$ cat src/rtl/irqv_pkg.sv
package irqv_pkg;
  localparam int unsigned NSRC_DEF  = 5;
  localparam int unsigned REG_W_DEF = 8;
  localparam int unsigned VEC_W_DEF = 16;

  typedef enum logic {
    LVL_LO = 1'b0,
    LVL_HI = 1'b1
  } lvl_e;
endpackage

$ cat src/rtl/irqv_regs.sv
module irqv_regs #(
  parameter int unsigned REG_W   = 8,
  parameter int unsigned NSRC    = 5,
  parameter int unsigned GEN_BIT = 7
) (
  input  logic             clk,
  input  logic             rst_n,
  input  logic             en_we,
  input  logic             pri_we,
  input  logic [REG_W-1:0] wdata,
  output logic             gen_en,
  output logic [NSRC-1:0]  en_mask,
  output logic [NSRC-1:0]  pri_mask
);
  logic [REG_W-1:0] en_q;
  logic [REG_W-1:0] pri_q;

  always_ff @(posedge clk) begin
    if (!rst_n) begin
      en_q  <= '0;
      pri_q <= '0;
    end else begin
      if (en_we)  en_q  <= wdata;
      if (pri_we) pri_q <= wdata;
    end
  end

  assign gen_en   = en_q[GEN_BIT];
  assign en_mask  = en_q[NSRC-1:0];
  assign pri_mask = pri_q[NSRC-1:0];

  logic unused_bits;
  assign unused_bits = ^{en_q[REG_W-1:NSRC], pri_q[REG_W-1:NSRC]};
endmodule

$ cat src/rtl/irqv_arbiter.sv
module irqv_arbiter #(
  parameter int unsigned NSRC  = 5,
  parameter int unsigned IDX_W = 3
) (
  input  logic [NSRC-1:0]  req,
  input  logic [NSRC-1:0]  en_mask,
  input  logic [NSRC-1:0]  pri_mask,
  input  logic             gen_en,
  input  logic             ins_hi,
  input  logic             ins_lo,
  output logic             found,
  output logic [IDX_W-1:0] win_idx,
  output irqv_pkg::lvl_e   win_lvl
);
  logic [NSRC-1:0] elig_hi;
  logic [NSRC-1:0] elig_lo;

  for (genvar g = 0; g < NSRC; g++) begin : g_elig
    logic live;
    assign live       = gen_en & en_mask[g] & req[g];
    assign elig_hi[g] = live &  pri_mask[g] & ~ins_hi;
    assign elig_lo[g] = live & ~pri_mask[g] & ~ins_hi & ~ins_lo;
  end

  logic             hi_any, lo_any;
  logic [IDX_W-1:0] hi_idx, lo_idx;

  always_comb begin
    hi_any = 1'b0;
    lo_any = 1'b0;
    hi_idx = '0;
    lo_idx = '0;
    for (int i = NSRC - 1; i >= 0; i--) begin
      if (elig_hi[i]) begin
        hi_any = 1'b1;
        hi_idx = IDX_W'(i);
      end
      if (elig_lo[i]) begin
        lo_any = 1'b1;
        lo_idx = IDX_W'(i);
      end
    end
  end

  always_comb begin
    found   = hi_any | lo_any;
    win_idx = hi_any ? hi_idx : lo_idx;
    win_lvl = hi_any ? irqv_pkg::LVL_HI : irqv_pkg::LVL_LO;
  end
endmodule

$ cat src/rtl/irqv_inservice.sv
module irqv_inservice (
  input  logic           clk,
  input  logic           rst_n,
  input  logic           take,
  input  irqv_pkg::lvl_e take_lvl,
  input  logic           reti,
  output logic           ins_hi,
  output logic           ins_lo
);
  logic hi_d, lo_d;

  always_comb begin
    hi_d = ins_hi;
    lo_d = ins_lo;
    if (reti) begin
      if (ins_hi) hi_d = 1'b0;
      else        lo_d = 1'b0;
    end
    if (take) begin
      if (take_lvl == irqv_pkg::LVL_HI) hi_d = 1'b1;
      else                              lo_d = 1'b1;
    end
  end

  always_ff @(posedge clk) begin
    if (!rst_n) begin
      ins_hi <= 1'b0;
      ins_lo <= 1'b0;
    end else begin
      ins_hi <= hi_d;
      ins_lo <= lo_d;
    end
  end

  // a return drops the high level first and leaves the low one alone
  p_reti_hi_first_r10: assert property (@(posedge clk) disable iff (!rst_n)
    (reti && ins_hi && !take) |=> (!ins_hi && (ins_lo == $past(ins_lo))));

  // with only the low level active, a return clears it
  p_reti_lo_next_r10: assert property (@(posedge clk) disable iff (!rst_n)
    (reti && !ins_hi && !take) |=> !ins_lo);

  // a high-level accept marks the high level busy
  p_take_hi_marks_r9: assert property (@(posedge clk) disable iff (!rst_n)
    (take && take_lvl == irqv_pkg::LVL_HI) |=> ins_hi);
endmodule

$ cat src/rtl/irq_vector_ctrl.sv
module irq_vector_ctrl #(
  parameter int unsigned NSRC     = irqv_pkg::NSRC_DEF,
  parameter int unsigned REG_W    = irqv_pkg::REG_W_DEF,
  parameter int unsigned VEC_W    = irqv_pkg::VEC_W_DEF,
  parameter int unsigned GEN_BIT  = 7,
  parameter int unsigned VEC_BASE = 3,
  parameter int unsigned VEC_STEP = 8,
  localparam int unsigned IDX_W   = (NSRC > 1) ? $clog2(NSRC) : 1
) (
  input  logic             clk,
  input  logic             rst_n,
  input  logic [NSRC-1:0]  req_i,
  input  logic             en_we_i,
  input  logic             pri_we_i,
  input  logic [REG_W-1:0] wdata_i,
  input  logic             ack_i,
  input  logic             reti_i,
  output logic             irq_o,
  output logic [VEC_W-1:0] vector_o,
  output logic [IDX_W-1:0] ack_src_o,
  output logic [NSRC-1:0]  src_clr_o
);
  logic             gen_en;
  logic [NSRC-1:0]  en_mask, pri_mask;
  logic             ins_hi, ins_lo;
  logic             found;
  logic [IDX_W-1:0] win_idx;
  irqv_pkg::lvl_e   win_lvl;
  logic             take;

  irqv_regs #(.REG_W(REG_W), .NSRC(NSRC), .GEN_BIT(GEN_BIT)) u_regs (
    .clk(clk), .rst_n(rst_n), .en_we(en_we_i), .pri_we(pri_we_i),
    .wdata(wdata_i), .gen_en(gen_en), .en_mask(en_mask), .pri_mask(pri_mask)
  );

  irqv_arbiter #(.NSRC(NSRC), .IDX_W(IDX_W)) u_arb (
    .req(req_i), .en_mask(en_mask), .pri_mask(pri_mask), .gen_en(gen_en),
    .ins_hi(ins_hi), .ins_lo(ins_lo), .found(found), .win_idx(win_idx),
    .win_lvl(win_lvl)
  );

  assign take = found & ack_i;

  irqv_inservice u_ins (
    .clk(clk), .rst_n(rst_n), .take(take), .take_lvl(win_lvl),
    .reti(reti_i), .ins_hi(ins_hi), .ins_lo(ins_lo)
  );

  assign irq_o    = found;
  assign vector_o = found ? (VEC_W'(VEC_BASE) + VEC_W'(win_idx) * VEC_W'(VEC_STEP)) : '0;

  always_ff @(posedge clk) begin
    if (!rst_n) begin
      ack_src_o <= '0;
      src_clr_o <= '0;
    end else begin
      src_clr_o <= '0;
      if (take) begin
        ack_src_o <= win_idx;
        src_clr_o <= NSRC'(1) << win_idx;
      end
    end
  end

  // master enable off keeps the request line quiet
  p_gen_off_quiet_r2: assert property (@(posedge clk) disable iff (!rst_n)
    !gen_en |-> !irq_o);

  // a running high-level handler blocks everything
  p_hi_busy_quiet_r9: assert property (@(posedge clk) disable iff (!rst_n)
    ins_hi |-> !irq_o);

  // with the low level busy only a high-level source may be presented
  p_lo_busy_hi_only_r8: assert property (@(posedge clk) disable iff (!rst_n)
    (ins_lo && irq_o) |-> pri_mask[win_idx]);

  // the clear output never names two sources
  p_clr_onehot_r7: assert property (@(posedge clk) disable iff (!rst_n)
    $onehot0(src_clr_o));

  // every accept yields exactly one clear bit in the next cycle
  p_clr_after_take_r7: assert property (@(posedge clk) disable iff (!rst_n)
    take |=> ($countones(src_clr_o) == 1));

  // a clear bit only follows an accept
  p_clr_needs_take_r7: assert property (@(posedge clk) disable iff (!rst_n)
    (src_clr_o != '0) |-> $past(take));
endmodule

$ cat config.mk
export PLATFORM = sky130hd
export DESIGN_NAME = irq_vector_ctrl
export DESIGN_NICKNAME = d
export VERILOG_FILES = /design/src/rtl/irqv_pkg.sv /design/src/rtl/irqv_regs.sv /design/src/rtl/irqv_arbiter.sv /design/src/rtl/irqv_inservice.sv /design/src/rtl/irq_vector_ctrl.sv
export SDC_FILE = /design/constraint.sdc
export NUM_CORES = 1
export LEC_CHECK = 0
export ABC_AREA = 1
export BUFFER_PORTS_ARGS = -buffer_cell sky130_fd_sc_hd__buf_2
export CAP_MARGIN = 10
export CELL_PAD_IN_SITES_DETAIL_PLACEMENT = 1
export CELL_PAD_IN_SITES_GLOBAL_PLACEMENT = 1
export CORE_UTILIZATION = 35
export DETAILED_ROUTE_END_ITERATION = 12
export GPL_ROUTABILITY_DRIVEN = 1
export PLACE_DENSITY_LB_ADDON = 0.08
export SLEW_MARGIN = 25
export SYNTH_ARGS = -nofsm -noshare
export SYNTH_HDL_FRONTEND = slang
export SYNTH_SLANG_ARGS = --single-unit
export TNS_END_PERCENT = 20
$ cat constraint.sdc
create_clock -name clk -period 2.33 [get_ports clk]
set_clock_uncertainty 0.05 [all_clocks]
set_input_delay 0.1165 -clock clk [delete_from_list [all_inputs] [get_ports clk]]
set_output_delay 0.1165 -clock clk [all_outputs]
set_load 0.01 [all_outputs]
After elaboration in Yosys (flattened, before gate mapping). Index checks and enable logic that the tools add are counted.

Flip-flop bits (word level): 23. Input port bits: 19. Output and inout bits: 25. Word-level logic and storage cells: 83.

Add/sub/neg operators: 1. Shift-type cells: 1. Multiplexer cells: 30. Bitwise gates (word level): 44. Reductions and logical operators: 1.

Operators by type and width (number): $and 1x1->1 (36); $mux 3 (11); $mux 1 (18); $add 2x6->7 const A (1); $mux 7 (1); $not 1->1 (7); $shl 1x3->5 const A (1); $reduce_and 2->1 (1); $or 1x1->1 (1).

Longest topological paths before layout. Gate-level depths: netlist of run 1.

Depth in word-level cells: 13. Mapped depth: 11. Mapped depth without buffers: 11.

By module. Synthesis of run 1 repeated with hierarchy kept, for this count alone.

Cells, all modules: 192. Area, all modules: 1216.2 µm².

By module, submodules not included: irqv_regs (instances 1, cells each 64, area an instance 437.9 µm²); irq_vector_ctrl (instances 1, cells each 51, area an instance 387.9 µm²); irqv_arbiter (instances 1, cells each 64, area an instance 302.8 µm²); irqv_inservice (instances 1, cells each 13, area an instance 87.6 µm²).

Least setup slack after synthesis of run 1. OpenSTA, ideal clock, no wires.

Kind: register -> register. Start: register u_ins.ins_hi. End: register src_clr_o[0]. Library setup time: 110 ps. Arrival time: 1183 ps. Required time: 2170 ps. Slack: 987 ps. Cell stages (with the launch flop): 10. Path buffers: 0. Clock period less this slack: 1343 ps. Cells stage by stage: dfxtp_1 -> nor2_1 -> nand2_1 -> nand3_2 -> nor2_4 -> nand3_1 -> nand2_2 -> inv_1 -> nand2_1 -> nor2_1.

Word-level cells in the longest chain between the ends: 11. Elaborated cells on any way between the ends: 41.

RTL lines: start, declared (RTL line irqv_inservice.sv:7) `output logic ins_hi,`; start signal, assigned (RTL line irqv_inservice.sv:30) `ins_hi <= hi_d;`; $not 1->1 (*) (RTL line irqv_arbiter.sv:21, irqv_arbiter.sv:22); $and 1x1->1 (2 in series) (RTL line irqv_arbiter.sv:22) `assign elig_lo[g] = live & ~pri_mask[g] & ~ins_hi & ~ins_lo;`; $mux 1 (5 in series) (RTL line irqv_arbiter.sv:38) `if (elig_lo[i]) begin`; $or 1x1->1 (RTL line irqv_arbiter.sv:46) `found = hi_any | lo_any;`; $and 1x1->1 (RTL line irq_vector_ctrl.sv:42) `assign take = found & ack_i;`; $reduce_and 2->1 (no source line); end signal, assigned (RTL line irq_vector_ctrl.sv:60) `src_clr_o <= NSRC'(1) << win_idx;`; end, declared (RTL line irq_vector_ctrl.sv:21) `output logic [NSRC-1:0] src_clr_o`.

Mark *: on every way between the ends. The rest lies on a longest branch, timed or not. A chain may end at the register's enable or synchronous reset.

Worst setup path after layout of run 1.
Start: register u_regs.en_q[7]. End: output vector_o[5].

Word-level cells in the longest chain between the ends: 13. Elaborated cells on any way between the ends: 59.

RTL lines: start, declared (RTL line irqv_regs.sv:15) `logic [REG_W-1:0] en_q;`; start signal, assigned (RTL line irqv_regs.sv:23) `if (en_we) en_q <= wdata;`; $and 1x1->1 (2 in series) (RTL line irqv_arbiter.sv:20) `assign live = gen_en & en_mask[g] & req[g];`; $and 1x1->1 (3 in series) (RTL line irqv_arbiter.sv:22); $mux 3 (5 in series) (RTL line irqv_arbiter.sv:38); $mux 3 (RTL line irqv_arbiter.sv:47) `win_idx = hi_any ? hi_idx : lo_idx;`; $add 2x6->7 (RTL line irq_vector_ctrl.sv:50) `assign vector_o = found ? (VEC_W'(VEC_BASE) + VEC_W'(win_idx) * VEC_W'(VEC_STEP)) : '0;`; $mux 7 (*) (RTL line irq_vector_ctrl.sv:50); end, declared (RTL line irq_vector_ctrl.sv:19) `output logic [VEC_W-1:0] vector_o,`.

Marks and branches as above.

==> results of run 1 <==
-- layer usage --
metal / global-route usage, % / up-vias
met5: 0 / -
met4: 6.12 / 0
met3: 1.98 / 5
met2: 28.2 / 20
met1: 22.5 / 482
li1: - / 547
-- worst paths after layout --
path,startpoint,endpoint,cells past startpoint
setup / recovery,u_regs.en_q[7]$_SDFFE_PN0P_,vector_o[5],10
setup reg to reg,u_regs.en_q[7]$_SDFFE_PN0P_,src_clr_o[0]$_SDFF_PP0_,10
hold reg to reg,u_regs.pri_q[2]$_SDFFE_PN0P_,u_regs.pri_q[2]$_SDFFE_PN0P_,2
hold / removal,wdata_i[3],u_regs.en_q[3]$_SDFFE_PN0P_,3
-- cells in the final DEF, fill, tap and decap left out, types with 2 or more instances in the layout --
cell type and instances:
sky130_fd_sc_hd__nor2_4 2, sky130_fd_sc_hd__a21oi_1 7, sky130_fd_sc_hd__buf_2 30, sky130_fd_sc_hd__clkbuf_4 3, sky130_fd_sc_hd__conb_1 11, sky130_fd_sc_hd__o21ai_0 14
sky130_fd_sc_hd__dfxtp_1 21, sky130_fd_sc_hd__nand3_1 9, sky130_fd_sc_hd__nand2_2 6, sky130_fd_sc_hd__nor2_1 33, sky130_fd_sc_hd__nor2_2 5, sky130_fd_sc_hd__inv_2 2
sky130_fd_sc_hd__nand2_4 2, sky130_fd_sc_hd__nand2_1 22, sky130_fd_sc_hd__inv_1 16, sky130_fd_sc_hd__dlygate4sd3_1 4
-- critical path: cells and delay by family, from the launching register on --
kind,cells,cell delay (ns)
buffers and inverters,2,0.18
DFF,1,0.46
and+or+nand+nor,8,0.88
-- Yosys cell counts (all sizes together) --
| master | n | area share, % |
|---|---|---|
| or2 | 1 | 0.56 |
| clkbuf | 1 | 0.33 |
| nand3 | 10 | 4.9 |
| o211ai | 1 | 0.67 |
| dfxtp | 21 | 37 |
| clkinv | 1 | 0.33 |
| nor2 | 40 | 16 |
| and2 | 1 | 0.56 |
| nor3 | 1 | 0.44 |
| buf | 13 | 8.7 |
| a21oi | 7 | 3.1 |
| conb | 1 | 0.33 |
| o21ai | 15 | 6.7 |
| inv | 18 | 6.0 |
| o21bai | 1 | 1.7 |
| nand2 | 30 | 13 |
-- cells by family (layout without fill, tap and decap cells) --
family / count (synthesis) / after routing / synth area share, %
and+or+nand+nor: 83 / 83 / 34.9
buffers and inverters: 33 / 57 / 15.3
AOI/OAI and AO/OA: 24 / 24 / 12.1
DFF: 21 / 21 / 37.3
other: 1 / 11 / 0.333
-- timing repair --
item / 4_1_cts / 5_1_grt
gates resized for setup: 0 / 0
hold endpoints to repair: 4 / 0
hold buffers: 4 / 0
-- layout make-up --
class / instances / area, µm²
Timing Repair Buffer: 34 / 190
Multi-Input combinational cell: 118 / 571
Tap cell: 44 / 55.1
Fill cell: 430 / 1720
Clock inverter: 1 / 5.00
Clock buffer: 3 / 22.5
Inverter: 19 / 71.3
Sequential cell: 21 / 420
-- registers in the layout, indices dropped and copies added (netlist names) --
name	count
u_regs.en_q	6
src_clr_o	5
u_regs.pri_q	5
ack_src_o	3
u_ins.ins_hi	1
u_ins.ins_lo	1
-- per-stage QoR --
step	hold WS (ns)	instances
3_3_place_gp	0.294	232
5_1_grt	0.0211	240
6_report	0.000585	240
2_1_floorplan	0.201	172
4_1_cts	0.00174	240
3_5_place_dp	0.318	232
-- where the power goes --
group / internal (mW) / switching (mW)
Clock: 0.0641 / 0.115
Sequential: 0.376 / 0.00941
Combinational: 0.0420 / 0.0706
==> results.json, run 1 <==
{
  "drv_slew": 0,
  "grt_overflow": 0,
  "final_core_util_pct": 43.7,
  "yosys.cell_types.count": 23,
  "yosysWarnings": 0,
  "clock_sinks": 21,
  "clk_transition_reported_paths_ns": 0.12,
  "crit_path_top_delay_cell": "sky130_fd_sc_hd__dfxtp_1",
  "r2r_setup_slack_ns": 0.72,
  "timing.final.hold_violations": 0,
  "diodes": 0,
  "clk_root_buffer_cell": "sky130_fd_sc_hd__clkbuf_4",
  "final_layout_size_suffix_gt1_share_pct": 27.0,
  "wl_per_cell_um": 11.1,
  "synth_seq_cells": 21,
  "gp_routability_congestion": 0.721,
  "rsz_0062_raised_after_global_routing": "no",
  "hp-class": "input port to flip-flop",
  "cellPowerDensity_nw_per_um2": 507,
  "wl_met2_um": 1250,
  "setup-tns-final_ns": 0,
  "cts_buf_count": 3,
  "via_count_of_the_routed_design": 1054,
  "final-setup-viol-count": 0,
  "worst_skew_pair.late_latency_ns": 0.30,
  "achievable-frequency_mhz": 499,
  "setup_slack_ns": 0.324,
  "critPathMaxStageDelay_ns": 0.46,
  "io-pin-count": 44,
  "initial_utilization_pct": 36.9,
  "worst_setup_path_end_kind": "output pin",
  "start_kind": "flip-flop",
  "power_uw": 677,
  "criticalPathCategory": "flip-flop to output pin",
  "cts_tree": "yes",
  "number_of_global_route_vias_before_repair": 1006,
  "totalWireLength_um": 2650,
  "die_area_um2": 3450,
  "post-route-drc-count": 0,
  "number_of_antenna_violations_at_the_first_check_in_global_routing": 0,
  "timing.final.crit_share_pct": 86.1,
  "worst_ep_required_time_ns": 2.16,
  "met1_length_um": 1300,
  "placeableCoreArea_um2": 3050,
  "cts_setup_buffers": 0,
  "htreeDepth": 1,
  "number_of_buffer_cells_added_on_primary_ports": 30,
  "finish.instance_area_um2": 1340,
  "drv_cap": 0,
  "pre_cts_slack_ns": 0.627,
  "maxUsedRoutingLayer": "met4",
  "leakagePower_nw": 0.701,
  "drt.antenna.violating_nets": 0,
  "post_synth_instance_area_um2": 1130,
  "flow.area_growth_from_synthesis_pct": 18.6,
  "critical_path_cell_sequence": "nand3_1 -> nor2_1 -> nand2_1 -> nand2_2 -> nor2_4 -> nand2_1 -> nor2_1 -> nor2_2 -> inv_1 -> buf_2",
  "path_max_fanout": 6,
  "timing.final.crit_period_ns": 2.01,
  "run_status": "complete, no violations",
  "postSynthCellCount": 162,
  "syn-mean-instance-area_um2": 6.95,
  "drt_first_iter_violations": 30,
  "wire_length_of_the_first_global_routing_pass_um": 4400,
  "grt_max_degree": 18,
  "met3RoutedLength_um": 74,
  "dieWidth_um": 58.7,
  "dpl-instance-area_um2": 1270,
  "drt_first_pass_iters": 3,
  "vias_per_cell": 4.39,
  "fp-row-count": 20,
  "worst_ir_drop_vdd_v": 0.000299,
  "grt_use_total_pct": 16.9,
  "ctsLongestPathBuffers": 2,
  "synth_seq_area_share_pct": 37.3,
  "post-dp-hpwl_um": 2140,
  "nets": 216,
  "floorplan.die.height_um": 58.7,
  "worst_ep_arrival_time_ns": 1.84
}
No activity file was read; power rests on OpenSTA's default activity.
==> inputs of run 2 (changes only) <==
Settings changed: RECOVER_POWER set to 50, REMOVE_ABC_BUFFERS set to 1.
==> run 2 against run 1 <==
Compared with the run above: sequential cell count stayed put; die area stayed put; total power hardly changed; register-to-register slack better by 0.02 ns; global-route usage decreased by 0.26 points; hold slack improved by 0.025 ns; first-iteration DRC count fell by 27%; clock-buffer cell count unchanged; setup slack gained 0.021 ns; sequential power hardly changed; final area increased by 0.84%; non-clock buffer count up 2; highest routed layer unchanged; critical endpoint unchanged.
==> results.json, run 2 (synthesis results as in run 1) <==
{
  "run_status": "complete, no violations",
  "pre_cts_slack_ns": 0.684,
  "setup-tns-final_ns": 0,
  "post-dp-hpwl_um": 2120,
  "nets": 218,
  "min_from": "reti_i",
  "grt_most_used_layer": "met2",
  "criticalPathCategory": "flip-flop to output pin",
  "number_of_buffer_cells_added_on_primary_ports": 30,
  "start_kind": "flip-flop",
  "drt_first_iter_violations": 22,
  "grt_max_degree": 18,
  "reg_top3": "u_regs.en_q: 6 flops, src_clr_o: 5 flops, u_regs.pri_q: 5 flops",
  "initial_utilization_pct": 36.9,
  "crit_start": "u_regs.en_q[7]$_SDFFE_PN0P_",
  "achievable-frequency_mhz": 504,
  "final-seq-area_um2": 420,
  "hp-class": "input port to flip-flop",
  "totalWireLength_um": 2640,
  "die_area_um2": 3450,
  "placeableCoreArea_um2": 3050,
  "worst_skew_pair.late_latency_ns": 0.30,
  "worst_ir_drop_vdd_v": 0.000268,
  "setup_slack_ns": 0.346,
  "drv_cap": 0,
  "rsz_0062_raised_after_global_routing": "no",
  "worst_r2r_path_depth": 10,
  "clk_root_buffer_cell": "sky130_fd_sc_hd__clkbuf_4",
  "final-setup-viol-count": 0,
  "htreeDepth": 1,
  "largest-register": "u_regs.en_q",
  "wl_per_cell_um": 10.9,
  "critical_path_cell_sequence": "nand3_1 -> nor2_1 -> nand2_1 -> nand2_2 -> nor2_4 -> nand2_1 -> nor2_1 -> nor2_2 -> inv_1 -> buf_2",
  "post-route-drc-count": 0,
  "cts_buf_count": 3,
  "ctsLongestPathBuffers": 2,
  "final_core_util_pct": 44.1,
  "wire_length_of_the_first_global_routing_pass_um": 4390,
  "leakagePower_nw": 0.680,
  "dieWidth_um": 58.7,
  "multi_input_comb_area_um2": 571,
  "worst_ep_arrival_time_ns": 1.82,
  "cts_tree": "yes",
  "min_path_cells": 4,
  "timing.final.crit_share_pct": 85.2,
  "path_delay_family": "simple AND/OR/NAND/NOR gates",
  "critPathMaxStageDelay_ns": 0.46,
  "timing.final.crit_period_ns": 1.98,
  "largest_register_ffs": 6,
  "layout.filler_cells": 434,
  "holdPathEnd": "u_ins.ins_hi$_SDFF_PN0_",
  "grt_use_total_pct": 16.7,
  "regToRegEndpoint": "src_clr_o[1]$_SDFF_PP0_",
  "cellPowerDensity_nw_per_um2": 503,
  "path_max_fanout": 6,
  "grt_use_met1_pct": 23.0,
  "drv_slew": 0,
  "grt_use_met3_pct": 1.32,
  "clk_transition_reported_paths_ns": 0.12,
  "via_count_of_the_routed_design": 1042,
  "drt.antenna.violating_nets": 0,
  "gp_routability_congestion": 0.764,
  "diodes": 0,
  "number_of_antenna_violations_at_the_first_check_in_global_routing": 0,
  "worst_ep_required_time_ns": 2.16,
  "floorplan.die.height_um": 58.7,
  "vias_per_cell": 4.31,
  "worst_setup_path_end_kind": "output pin",
  "clock_sinks": 21,
  "flow.area_growth_from_synthesis_pct": 19.6,
  "drt_first_pass_iters": 3,
  "mostFrequentLayoutCells": "sky130_fd_sc_hd__nor2_1 (33), sky130_fd_sc_hd__buf_2 (23), sky130_fd_sc_hd__nand2_1 (22), sky130_fd_sc_hd__dfxtp_1 (21), sky130_fd_sc_hd__inv_1 (16)",
  "fp-row-count": 20,
  "number_of_global_route_vias_before_repair": 996,
  "number_of_gates_resized_after_cts": 0,
  "use_met2_pct": 26.8,
  "layout.cells.most_common": "sky130_fd_sc_hd__nor2_1",
  "cts_setup_buffers": 0,
  "critical_path_buf_inv_count": 2,
  "timing.final.hold_violations": 0,
  "crit_path_top_delay_cell": "sky130_fd_sc_hd__dfxtp_1",
  "r2r_setup_slack_ns": 0.74,
  "final_layout_size_suffix_gt1_share_pct": 23.2,
  "worst_r2r_startpoint": "u_regs.en_q[7]$_SDFFE_PN0P_",
  "io-pin-count": 44,
  "grt_overflow": 0
}
==> run 2: how the worst max path moves through the flow <==
stage | cells past startpoint | end | slack [ns]
floorplan | 11 | ack_src_o[0]$_SDFFE_PN0P_ | 0.97
global placement | 9 | vector_o[5] | 0.71
detailed placement | 9 | vector_o[5] | 0.68
CTS | 10 | vector_o[5] | 0.33
global route | 10 | vector_o[5] | 0.15
finish | 10 | vector_o[5] | 0.35
==> run 2: worst reg2reg max path, cell delays in order (launching register included) <==
cell and delay (ns):
sky130_fd_sc_hd__dfxtp_1 0.46, sky130_fd_sc_hd__nand3_1 0.15, sky130_fd_sc_hd__nor2_1 0.18, sky130_fd_sc_hd__nand2_1 0.11, sky130_fd_sc_hd__nand2_2 0.10, sky130_fd_sc_hd__nor2_4 0.06, sky130_fd_sc_hd__nand2_1 0.05, sky130_fd_sc_hd__nor2_1 0.04
sky130_fd_sc_hd__nor2_2 0.18, sky130_fd_sc_hd__nand2_2 0.08, sky130_fd_sc_hd__nor2_1 0.08
==> run 2: metrics by stage <==
stage	cell area (µm²)	cells	hold WS (ns)	total power [mW]
2_1_floorplan	1060	158	0.187	0.458
3_3_place_gp	1270	232	0.292	0.498
3_5_place_dp	1270	232	0.300	0.501
4_1_cts	1360	242	0.0178	0.690
5_1_grt	1350	242	0.0292	0.717
6_report	1350	242	0.0254	0.677
==> run 2: layout make-up <==
class | instances | share of cell area (%)
repair buffers | 36 | 15.0
clock buffers | 3 | 1.67
flip-flops and latches | 21 | 31.2
well taps | 44 | 4.09
inverters | 19 | 5.30
clock inverters | 1 | 0.372
multi-input cells | 118 | 42.4
==> run 2: report_power, final <==
group	switching (mW)	internal [mW]	total, mW	leakage, nW
sequential	0.00922	0.376	0.385	0.172
clock	0.113	0.0640	0.177	0.0177
combinational	0.0711	0.0435	0.115	0.490
total	0.193	0.483	0.677	0.680
==> run 2: layer usage <==
| layer | wire length (µm) | up-vias | share of wire (%) |
|---|---|---|---|
| met5 | 0 | - | 0 |
| met4 | 19 | 0 | 0.72 |
| met3 | 77 | 2 | 2.9 |
| met2 | 1260 | 22 | 48 |
| met1 | 1280 | 464 | 49 |
| li1 | - | 554 | - |
==> run 2: repair_timing <==
action,in CTS,in global routing
hold buffers,6,0
endpoints found under the hold margin,6,0
endpoints found under the setup margin,0,0
==> inputs of run 3 (changes only) <==
Settings changed: ABC_AREA 1 to 0, CORE_UTILIZATION 35 to 37, SKIP_LAST_GASP set to 1.
==> run 3 against run 2 <==
Compared with the run above: the flow now finishes with violations (setup timing); clock power about the same; setup slack worse by 0.46 ns; total power fell by 3.6%; critical path depth down 4; hold slack got worse by 0.013 ns; clock-buffer cell count up 1; sequential power hardly changed; die area is 8.5% lower; synthesized cell count down 27%; final area up 1.3%; sequential share of layout area barely moved; combinational power shrank 19%; largest power group unchanged.
==> results.json, run 3 <==
{
  "syn-mean-instance-area_um2": 9.20,
  "post-place-cells": 179,
  "violated_checks": "setup timing",
  "diodes": 0,
  "flow.area_growth_from_synthesis_pct": 25.6,
  "clk_transition_reported_paths_ns": 0.12,
  "clk_root_buffer_cell": "sky130_fd_sc_hd__clkbuf_4",
  "clock_sinks": 21,
  "start_kind": "flip-flop",
  "totalWireLength_um": 2710,
  "final_layout_size_suffix_gt1_share_pct": 36.1,
  "final.hold.worst_slack_ns": 0.0122,
  "die_area_um2": 3160,
  "drv_cap": 0,
  "nets": 178,
  "initial_utilization_pct": 39.4,
  "floorplan.die.height_um": 56.2,
  "gp_routability_congestion": 0.779,
  "drv_slew": 0,
  "reg_top3": "u_regs.en_q: 6 flops, src_clr_o: 5 flops, u_regs.pri_q: 5 flops",
  "worst_ep_required_time_ns": 2.16,
  "path_common_cell": "sky130_fd_sc_hd__or4b_4",
  "timing.final.crit_period_ns": 2.44,
  "post-dp-hpwl_um": 2050,
  "wl_per_cell_um": 14.3,
  "crit_path_top_delay_cell": "sky130_fd_sc_hd__or4b_4",
  "via_count_of_the_routed_design": 976,
  "post_synth_instance_area_um2": 1090,
  "run_status": "finished, violations left",
  "pre_cts_slack_ns": 0.0215,
  "worst_setup_path_end_kind": "output pin",
  "number_of_buffer_cells_added_on_primary_ports": 30,
  "drt_first_iter_violations": 11,
  "cts_tree": "yes",
  "wire_length_of_the_first_global_routing_pass_um": 4480,
  "path_max_fanout": 5,
  "synth_common_cells": "sky130_fd_sc_hd__dfxtp_1 (21), sky130_fd_sc_hd__nor2_1 (17), sky130_fd_sc_hd__buf_4 (13)",
  "drt_first_pass_iters": 4,
  "grt_use_total_pct": 18.0,
  "achievable-frequency_mhz": 410,
  "layout.cells.most_common": "sky130_fd_sc_hd__buf_2",
  "yosysWarnings": 0,
  "worst_ir_drop_vdd_v": 0.000322,
  "final-setup-viol-count": 4,
  "mostFrequentLayoutCells": "sky130_fd_sc_hd__buf_2 (26), sky130_fd_sc_hd__dfxtp_1 (19), sky130_fd_sc_hd__nor2_1 (17), sky130_fd_sc_hd__mux2i_1 (11), sky130_fd_sc_hd__conb_1 (11)",
  "layout.filler_cells": 328,
  "synth_seq_area_share_pct": 38.7,
  "multi_input_comb_area_um2": 601,
  "synth-edff-count": 0,
  "largest_register_ffs": 6,
  "timing.final.crit_share_pct": 105,
  "grt_overflow": 0,
  "hp-class": "input port to flip-flop",
  "final_core_util_pct": 49.5,
  "synth_most_common_cell": "sky130_fd_sc_hd__dfxtp_1",
  "dpl-instance-area_um2": 1250,
  "fp-row-count": 19,
  "setup_slack_ns": -0.109,
  "worst_skew_pair.late_latency_ns": 0.30,
  "path_delay_family": "simple AND/OR/NAND/NOR gates",
  "critPathMaxStageDelay_ns": 0.52,
  "vias_per_cell": 5.16,
  "cts_buf_count": 3,
  "final-seq-area_um2": 425,
  "critical_path_buf_inv_count": 1,
  "grt_max_degree": 16,
  "number_of_global_route_vias_before_repair": 990,
  "cellPowerDensity_nw_per_um2": 478,
  "rsz_0062_raised_after_global_routing": "yes",
  "ys_async_sr_fraction_pct": 0,
  "synth_top_cells_by_area": "sky130_fd_sc_hd__dfxtp_1 (39%), sky130_fd_sc_hd__mux2i_1 (10%), sky130_fd_sc_hd__buf_4 (9.0%)",
  "htreeDepth": 1,
  "dieWidth_um": 56.2,
  "leakagePower_nw": 0.650,
  "finish.instance_area_um2": 1360,
  "finalNonFillerCells": 189,
  "io-pin-count": 44,
  "postSynth.topFlopCell": "sky130_fd_sc_hd__dfxtp_1",
  "yosys.area.top_type": "sky130_fd_sc_hd__dfxtp_1",
  "placeableCoreArea_um2": 2760,
  "yosys.cell_types.count": 40,
  "timing.final.hold_violations": 0,
  "synth_top_area_share_pct": 38.7,
  "number_of_antenna_violations_at_the_first_check_in_global_routing": 0,
  "critical_path_cell_sequence": "and4_4 -> o21ba_4 -> or4b_4 -> or4b_4 -> nand2_2 -> buf_6",
  "drt.antenna.violating_nets": 0,
  "largest-register": "u_regs.en_q",
  "ctsLongestPathBuffers": 2,
  "postSynthCellCount": 118,
  "synth_seq_cells": 21,
  "criticalPathCategory": "flip-flop to output pin",
  "worst_ep_arrival_time_ns": 2.27,
  "post-route-drc-count": 0
}
-- run 3: cell types whose count changed after synthesis, sizes merged, moves of 4 or more --
cell   before  now
or3         0    4
a21oi       7    1
inv        18    4
nand3      10    2
nor2       40   17
mux2i       0   11
o21ai      15    1
nand2      30    5
-- run 3: logic make-up after synthesis --
family | Yosys count | share of synthesized area [%]
AND/OR/NAND/NOR | 47 | 25.6
buffers and inverters | 20 | 11.4
AO/OA/AOI/OAI | 17 | 12.8
multiplexers | 12 | 11.2
other | 1 | 0.345
flip-flops | 21 | 38.7
-- run 3: path summary, 6_finish.rpt --
path | start | endpoint | slack [ns] | cells past startpoint
max | u_regs.en_q[7]$_SDFFE_PN0P_ | vector_o[5] | -0.11 | 6
min | wdata_i[1] | u_regs.pri_q[1]$_SDFFE_PN0P_ | 0.01 | 3
max reg2reg | u_regs.en_q[7]$_SDFFE_PN0P_ | ack_src_o[1]$_SDFFE_PN0P_ | 0.03 | 6
min reg2reg | ack_src_o[0]$_SDFFE_PN0P_ | ack_src_o[0]$_SDFFE_PN0P_ | 0.43 | 2
-- run 3: tightest hold or removal path: stages --
cell and delay [ns]:
sky130_fd_sc_hd__buf_2 0.09, sky130_fd_sc_hd__mux2i_1 0.06, sky130_fd_sc_hd__nor2_1 0.07
-- run 3: metrics by stage --
stage | setup TNS (ns) | power, mW
3_5_place_dp | 0 | 0.473
3_3_place_gp | 0 | 0.468
5_1_grt | -0.632 | 0.683
2_1_floorplan | 0 | 0.433
6_report | -0.369 | 0.652
4_1_cts | -0.384 | 0.660
-- run 3: report_power, final --
part | internal [mW] | total [mW] | leakage [nW] | switching (mW)
Sequential | 0.371 | 0.382 | 0.173 | 0.0104
Combinational | 0.0424 | 0.0931 | 0.463 | 0.0507
Clock | 0.0666 | 0.177 | 0.0150 | 0.110
Total | 0.480 | 0.652 | 0.650 | 0.171
-- run 3: layer usage --
layer / track usage (%) / part of all wire (%) / vias to the layer above / routed length [µm]
met1: 21.0 / 44 / 463 / 1190
li1: - / - / 486 / -
met2: 33.0 / 52 / 25 / 1410
met4: 7.32 / 0.63 / 0 / 17
met5: 0 / 0 / - / 0
met3: 2.09 / 3.1 / 2 / 83
-- run 3: cell type report --
| class | instances | share of cell area (%) |
|---|---|---|
| multi-input cells | 87 | 44.0 |
| repair buffers | 42 | 18.9 |
| flip-flops and latches | 21 | 31.2 |
| well taps | 31 | 2.84 |
| inverters | 4 | 1.10 |
| clock buffers | 4 | 1.93 |
-- run 3: timing repair --
action,in CTS,in global routing
hold endpoints to repair,1,0
resized for setup,10,0
pin swaps,6,0
hold buffers,1,0
setup endpoints to repair,4,6
setup buffers,6,0
